File: src/rtl/rxdw_pkg.sv
package rxdw_pkg;

  typedef struct packed {
    logic frameStart;
    logic byteAcc;
    logic eofLoad;
    logic descFire;
  } rxdwStrobes_t;

  typedef struct packed {
    logic inexact;
    logic ipDone;
    logic l4Done;
    logic vlanHit;
    logic ignoreCsum;
  } rxdwFlags_t;

  // error bits that make a frame bad: data, carrier ext, sequence, symbol, CRC
  localparam logic [7:0] FRAME_ERR_MASK = 8'b1001_0111;
  localparam logic [2:0] MAX_SIZE_SEL = 3'd6;

  function automatic logic [16:0] bufBytesFor(input logic [2:0] sel);
    if (sel > MAX_SIZE_SEL) return 17'd16384;
    return 17'd256 << sel;
  endfunction

endpackage

File: src/rtl/rxdw_ctrl.sv
module rxdw_ctrl
  import rxdw_pkg::*;
(
  input  logic         clk,
  input  logic         rstN,
  input  logic         inValid,
  input  logic         inSof,
  input  logic         inEof,
  input  logic         descReady,
  input  logic         dropNow,
  input  logic         descLast,
  output logic         inReady,
  output logic         descValid,
  output rxdwStrobes_t strobes
);

  typedef enum logic {stIdle, stEmit} ctrlState_t;

  ctrlState_t state;
  logic       inFrame;
  logic       accept;
  logic       eofBeat;

  assign inReady   = (state == stIdle);
  assign descValid = (state == stEmit);
  assign accept    = inValid && inReady;

  always_comb begin
    strobes            = '0;
    strobes.frameStart = accept && inSof;
    strobes.byteAcc    = accept && !inSof && inFrame;
    eofBeat            = (strobes.frameStart || strobes.byteAcc) && inEof;
    strobes.eofLoad    = eofBeat && !dropNow;
    strobes.descFire   = descValid && descReady;
  end

  always_ff @(posedge clk or negedge rstN) begin
    if (!rstN) begin
      state   <= stIdle;
      inFrame <= 1'b0;
    end else begin
      if (eofBeat)                 inFrame <= 1'b0;
      else if (strobes.frameStart) inFrame <= 1'b1;

      case (state)
        stIdle:  if (strobes.eofLoad) state <= stEmit;
        stEmit:  if (strobes.descFire && descLast) state <= stIdle;
        default: state <= stIdle;
      endcase
    end
  end

  // no byte may be taken while descriptors of a frame are still pending
  assert_no_accept_in_emit_R11: assert property (@(posedge clk) disable iff (!rstN)
    (state == stEmit) |-> !(strobes.frameStart || strobes.byteAcc));

endmodule

File: src/rtl/rxdw_datapath.sv
module rxdw_datapath
  import rxdw_pkg::*;
#(
  parameter int CntW = 16,
  parameter int IdxW = 4
) (
  input  logic             clk,
  input  logic             rstN,
  input  rxdwStrobes_t     strobes,
  input  logic             inRxEr,
  input  logic [2:0]       bufSizeSel,
  input  logic             storeBad,
  input  logic [15:0]      sideCsum,
  input  logic [15:0]      sideTci,
  input  rxdwFlags_t       sideFlags,
  input  logic [7:0]       sideErr,
  output logic             dropNow,
  output logic             descLast,
  output logic [63:0]      descWord,
  output logic [IdxW-1:0]  bufIdx
);

  localparam logic [CntW-1:0] CNT_MAX = '1;
  localparam logic [CntW-1:0] CNT_ONE = CntW'(1);

  logic [CntW-1:0] byteCnt;
  logic            rxErSeen;
  logic [CntW-1:0] nextCnt;
  logic            nextRxEr;
  logic [7:0]      errIn;

  logic [CntW-1:0] remLen;
  logic [CntW-1:0] bufBytesQ;
  logic            firstDesc;
  logic [15:0]     csumQ;
  logic [15:0]     tciQ;
  rxdwFlags_t      flagsQ;
  logic [7:0]      errQ;

  logic [CntW-1:0] curLen;
  logic [15:0]     lenField;
  logic [15:0]     csumField;
  logic [7:0]      statusField;
  logic [7:0]      errField;
  logic [15:0]     specialField;

  // ---- frame accounting ----
  always_comb begin
    if (strobes.frameStart) begin
      nextCnt  = CNT_ONE;
      nextRxEr = inRxEr;
    end else begin
      nextCnt  = (byteCnt == CNT_MAX) ? byteCnt : byteCnt + CNT_ONE;
      nextRxEr = rxErSeen || inRxEr;
    end
    errIn   = {sideErr[7] | nextRxEr, sideErr[6:4], 1'b0, sideErr[2:0]};
    dropNow = !storeBad && |(errIn & FRAME_ERR_MASK);
  end

  always_ff @(posedge clk or negedge rstN) begin
    if (!rstN) begin
      byteCnt  <= '0;
      rxErSeen <= 1'b0;
    end else if (strobes.frameStart || strobes.byteAcc) begin
      byteCnt  <= nextCnt;
      rxErSeen <= nextRxEr;
    end
  end

  // ---- per-frame results latched on the final beat ----
  always_ff @(posedge clk or negedge rstN) begin
    if (!rstN) begin
      csumQ     <= '0;
      tciQ      <= '0;
      flagsQ    <= '0;
      errQ      <= '0;
      bufBytesQ <= '0;
    end else if (strobes.eofLoad) begin
      csumQ     <= sideCsum;
      tciQ      <= sideTci;
      flagsQ    <= sideFlags;
      errQ      <= {errIn[7], errIn[6] & sideFlags.ipDone,
                    errIn[5] & sideFlags.l4Done, errIn[4:0]};
      bufBytesQ <= CntW'(bufBytesFor(bufSizeSel));
    end
  end

  // ---- buffer split and ring index ----
  assign descLast = (remLen <= bufBytesQ);
  assign curLen   = descLast ? remLen : bufBytesQ;

  always_ff @(posedge clk or negedge rstN) begin
    if (!rstN) begin
      remLen    <= '0;
      firstDesc <= 1'b0;
      bufIdx    <= '0;
    end else if (strobes.eofLoad) begin
      remLen    <= nextCnt;
      firstDesc <= 1'b1;
    end else if (strobes.descFire) begin
      if (!descLast) remLen <= remLen - bufBytesQ;
      firstDesc <= 1'b0;
      bufIdx    <= bufIdx + IdxW'(1);
    end
  end

  // ---- descriptor word assembly ----
  always_comb begin
    lenField  = 16'(curLen);
    csumField = firstDesc ? csumQ : 16'h0000;
    if (descLast) begin
      statusField  = {flagsQ.inexact, flagsQ.ipDone, flagsQ.l4Done, 1'b0,
                      flagsQ.vlanHit, flagsQ.ignoreCsum, 1'b1, 1'b1};
      errField     = errQ;
      specialField = flagsQ.vlanHit ? tciQ : 16'h0000;
    end else begin
      statusField  = 8'h01;
      errField     = 8'h00;
      specialField = 16'h0000;
    end
    descWord = {specialField, errField, statusField, csumField, lenField};
  end

endmodule

File: src/rtl/rx_wb_builder.sv
module rx_wb_builder
  import rxdw_pkg::*;
#(
  parameter int CntW = 16,
  parameter int IdxW = 4
) (
  input  logic            clk,
  input  logic            rstN,
  input  logic            inValid,
  output logic            inReady,
  input  logic            inSof,
  input  logic            inEof,
  input  logic            inRxEr,
  input  logic [2:0]      bufSizeSel,
  input  logic            storeBad,
  input  logic [15:0]     sideCsum,
  input  logic [15:0]     sideTci,
  input  logic            sideInexact,
  input  logic            sideIpDone,
  input  logic            sideL4Done,
  input  logic            sideVlanHit,
  input  logic            sideIgnoreCsum,
  input  logic [7:0]      sideErr,
  output logic            descValid,
  input  logic            descReady,
  output logic [63:0]     descWord,
  output logic [IdxW-1:0] bufIdx
);

  rxdwStrobes_t strobes;
  rxdwFlags_t   sideFlags;
  logic         dropNow;
  logic         descLast;

  assign sideFlags = '{inexact: sideInexact, ipDone: sideIpDone, l4Done: sideL4Done,
                       vlanHit: sideVlanHit, ignoreCsum: sideIgnoreCsum};

  rxdw_ctrl uCtrl (
    .clk       (clk),
    .rstN      (rstN),
    .inValid   (inValid),
    .inSof     (inSof),
    .inEof     (inEof),
    .descReady (descReady),
    .dropNow   (dropNow),
    .descLast  (descLast),
    .inReady   (inReady),
    .descValid (descValid),
    .strobes   (strobes)
  );

  rxdw_datapath #(.CntW(CntW), .IdxW(IdxW)) uData (
    .clk        (clk),
    .rstN       (rstN),
    .strobes    (strobes),
    .inRxEr     (inRxEr),
    .bufSizeSel (bufSizeSel),
    .storeBad   (storeBad),
    .sideCsum   (sideCsum),
    .sideTci    (sideTci),
    .sideFlags  (sideFlags),
    .sideErr    (sideErr),
    .dropNow    (dropNow),
    .descLast   (descLast),
    .descWord   (descWord),
    .bufIdx     (bufIdx)
  );

  assert_hold_stable_R11: assert property (@(posedge clk) disable iff (!rstN)
    (descValid && !descReady) |=> (descValid && $stable(descWord) && $stable(bufIdx)));

  assert_input_stalled_R11: assert property (@(posedge clk) disable iff (!rstN)
    descValid |-> !inReady);

  assert_len_in_range_R3: assert property (@(posedge clk) disable iff (!rstN)
    descValid |-> (descWord[15:0] != 16'd0 && descWord[15:0] <= 16'd16384));

  assert_mid_fields_clear_R5: assert property (@(posedge clk) disable iff (!rstN)
    (descValid && !descWord[33]) |-> (descWord[63:40] == 24'd0 && descWord[39:34] == 6'd0));

  assert_idx_step_R12: assert property (@(posedge clk) disable iff (!rstN)
    (descValid && descReady) |=> (bufIdx == $past(bufIdx) + IdxW'(1)));

endmodule

File: config.mk
export PLATFORM = sky130hd
export DESIGN_NAME = rx_wb_builder
export DESIGN_NICKNAME = d
export VERILOG_FILES = /design/src/rtl/rxdw_pkg.sv /design/src/rtl/rxdw_ctrl.sv /design/src/rtl/rxdw_datapath.sv /design/src/rtl/rx_wb_builder.sv
export SDC_FILE = /design/constraint.sdc
export NUM_CORES = 1
export LEC_CHECK = 0
export ABC_AREA = 0
export ABC_CLOCK_PERIOD_IN_PS = 3300
export BUFFER_PORTS_ARGS = -buffer_cell sky130_fd_sc_hd__buf_2
export CORE_UTILIZATION = 45
export CTS_CLUSTER_DIAMETER = 120
export DETAILED_ROUTE_END_ITERATION = 7
export GPL_TIMING_DRIVEN = 0
export MAX_ROUTING_LAYER = met4
export PLACE_DENSITY = 0.74
export SLEW_MARGIN = 10
export SYNTH_ARGS = -nofsm -noshare
export SYNTH_HDL_FRONTEND = slang
export SYNTH_SLANG_ARGS = --single-unit
File: constraint.sdc
create_clock -name clk -period 3.3 [get_ports clk]
set_input_delay 0 -clock clk [delete_from_list [all_inputs] [get_ports clk]]
set_output_delay 0 -clock clk [all_outputs]
set_load 0.005 [all_outputs]
==> reports/summary.txt <==
Routed Antenna Nets - 0
Clock sinks - 92
Die width - 107 µm
PortBufs - 121
Worst path bufs/invs - 4
Worst IR drop on VDD - 0.000591 V
Sum Neg Setup Slack - 0 ns
Site row count - 38
Commonest non-fill, non-tap cell in the layout - nand2_1
Tcrit/Tclk final - 91.0%
Total Wirelength - 14.5 mm
Synth warnings - 0
I/O Pins - 126
Final slew viol count - 0
P_leak - 3.34 nW
Most frequent cells in the layout - 173 x nand2_1, 129 x buf_2, 92 x dfrtp_1
Critical Path AT - 3.00 ns
Core footprint - 0.0108 mm²
Crit end category - output port
Synth-to-Final Area Change - 30.7%
Post-CTS Resized - 0
Outcome - completed
CP top delay family - simple AND/OR/NAND/NOR gates
Peak Freq - 0.333 GHz
Multi-input gate area - 0.00241 mm²
Worst Path Class, Setup - register to output port
R2r setup slk - 0.47 ns
Clock Power Share - 12.7%
Unrepaired setup endpoints after global routing - false
PwrDens - 862 mW/mm²
DR WL/cell - 15.8 µm
Seq/Total Area, Yosys - 46.2%
Max-cap viol count - 0
Synth unique cells - 51
Detailed placement HPWL - 10.1 mm
CTS Buf Count - 9
Final Skew - 0.00760 ns
Number of flops mapped to enable cells by yosys - 0
Int Pwr - 3.21 mW
Die ar. - 0.0115 mm²
Switching power - 2.41 mW
Startpoint Class - register
Avg Cell Area, Syn - 8.52 µm²
Final hold violations - 0
TritonCTS clock tree - yes
CTS Hold Bufs - 54
Diodes inserted - 0
First-pass GRT wire length - 23.0 mm
Reg clk slew, reported paths - 0.09 ns
Slew @ Worst Pin - 0.698 ns
# setup viols final - 0
1st-iter DRT viols - 373
DRC - 0
Htree depth - 3
Switching share of power - 42.9%
Final min period - 3.00 ns
Required @ worst endpoint - 3.30 ns
Max FO, Critical Path - 10
CTS Buffer Depth - 2
Netlist Area Pre-Place - 0.00498 mm²
Share of synthesized registers carrying an async set or reset - 100%
Cells after synthesis - 585
Root Driver - clkbuf_8
Drt pass-1 iters - 4
Gr ovfl total - 0
Hold Path Class - primary input to asynchronous set/reset pin
Share of layout cells above drive strength 1 - 21.0%
Initial core utilization - 46.2%
Via/cell ratio - 5.41
Worst path cell trace - ha_1 -> clkbuf_1 -> nand4_1 -> or4_1 -> o211ai_1 -> buf_6 -> buf_4 -> nand2_1 -> o21ai_0 -> buf_2
Final nets - 839
GRT Total Usage - 26.6%
Global placer's final weighted congestion - 0.940
Seq pwr share - 32.9%
Initial antenna violation count - 0
Die H - 107 µm
Worst skew pair latency - 0.37 ns
# fillers - 933
#FFs+latches synth - 92
Via count - 4,962
Critical path's largest stage delay - 0.60 ns
Vias in the first global route - 4,816
Worst slew margin - 53.3%
Largest net degree at the start of global routing - 66
Synth Flop Type - dfrtp_1
# Post-CTS Setup Buffers - 0
Combinational power share - 54.4%
Seq. cell area - 0.00230 mm²
Slowest CP cell - or4_1
Worst Hold Slack - 0.0804 ns
## worst register-to-register path, cell delays in order (launching register included)
cell           delay (ns)
dfrtp_1              0.47
nand3b_1             0.26
a2111oi_2            0.44
o211ai_1             0.34
clkbuf_1             0.39
o41ai_1              0.30
dlygate4sd3_1        0.58
## routing by layer
layer / vias up / global-route usage (%) / routed length (µm) / share of wire [%]
met2: 202 / 41.2 / 6940 / 48
met4: 0 / 13.0 / 476 / 3.3
met5: - / - / 0 / 0
li1: 2342 / - / - / -
met1: 2378 / 33.6 / 6080 / 42
met3: 40 / 5.11 / 986 / 6.8
## power by group through the flow
stage               Combinational [mW]  Clock (mW)  Sequential [mW]
floorplan                         1.90           0             1.77
global placement                  2.91           0             1.83
detailed placement                2.96           0             1.86
CTS                               3.03       0.717             1.84
global route                      3.40       0.766             1.90
finish                            3.05       0.712             1.85
## final timing paths
kind,startpoint,to,depth (start not counted)
worst min-delay path,rstN,uData.csumQ[13],2
worst min register to register,uData.bufIdx[3],uData.bufIdx[3],1
min in group clk,inValid,uData.byteCnt[1],5
worst max-delay path,uData.remLen[13],descWord[9],10
max in group asynchronous,rstN,uData.byteCnt[1],3
worst max register to register,uCtrl.descValid,uData.bufBytesQ[12],6
## synth_stat cells, types with 9 or more instances
library cell / count / area share (%)
nor2_1: 25 / 1.9
and2_1: 40 / 5.0
nand4_1: 13 / 1.6
nand3_1: 11 / 1.1
nand2_1: 173 / 13
dfrtp_1: 92 / 46
inv_1: 16 / 1.2
nor3_1: 10 / 1.0
xnor2_1: 20 / 3.5
buf_2: 9 / 0.90
clkbuf_1: 23 / 1.7
o21ai_0: 25 / 2.5
and3_1: 23 / 2.9
ha_1: 10 / 2.5
## sequential cells by signal, summed over array words and instances, names as in the netlist
register	count
uData.flagsQ	5
uData.errQ	7
uData.tciQ	16
uData.firstDesc	1
uData.bufBytesQ	8
uData.remLen	16
uData.csumQ	16
uCtrl.inFrame	1
uData.byteCnt	16
uData.bufIdx	4
uCtrl.descValid	1
uData.rxErSeen	1
## kinds of logic after synthesis
group,Yosys count,synth area share [%]
simple gates,321,30.5
flops,92,46.2
compound gates,75,10.4
buf+inv,59,5.60
xor+xnor,23,4.04
fa+ha+maj,10,2.51
mux,3,0.653
other cells,2,0.151
## layout make-up
cell class	count	area share [%]
Timing Repair Buffer	176	18.1
Buffer	43	3.36
Clock inverter	5	0.557
Sequential cell	92	35.4
Multi-Input combinational cell	435	36.9
Inverter	16	0.922
Tap cell	140	2.69
Clock buffer	10	2.11
## metrics by stage
step	instances	area (µm²)	total power, mW	worst slack [ns]	utilization, %
3_5_place_dp	848	5800	4.81	0.716	53.7
6_report	917	6510	5.61	0.296	60.3
5_1_grt	917	6510	6.07	0.117	60.3
4_1_cts	917	6510	5.59	0.313	60.3
2_1_floorplan	586	4990	3.67	1.07	-
3_3_place_gp	847	5770	4.73	0.732	53.4
Note: power is estimated with default switching activity, not from simulation.
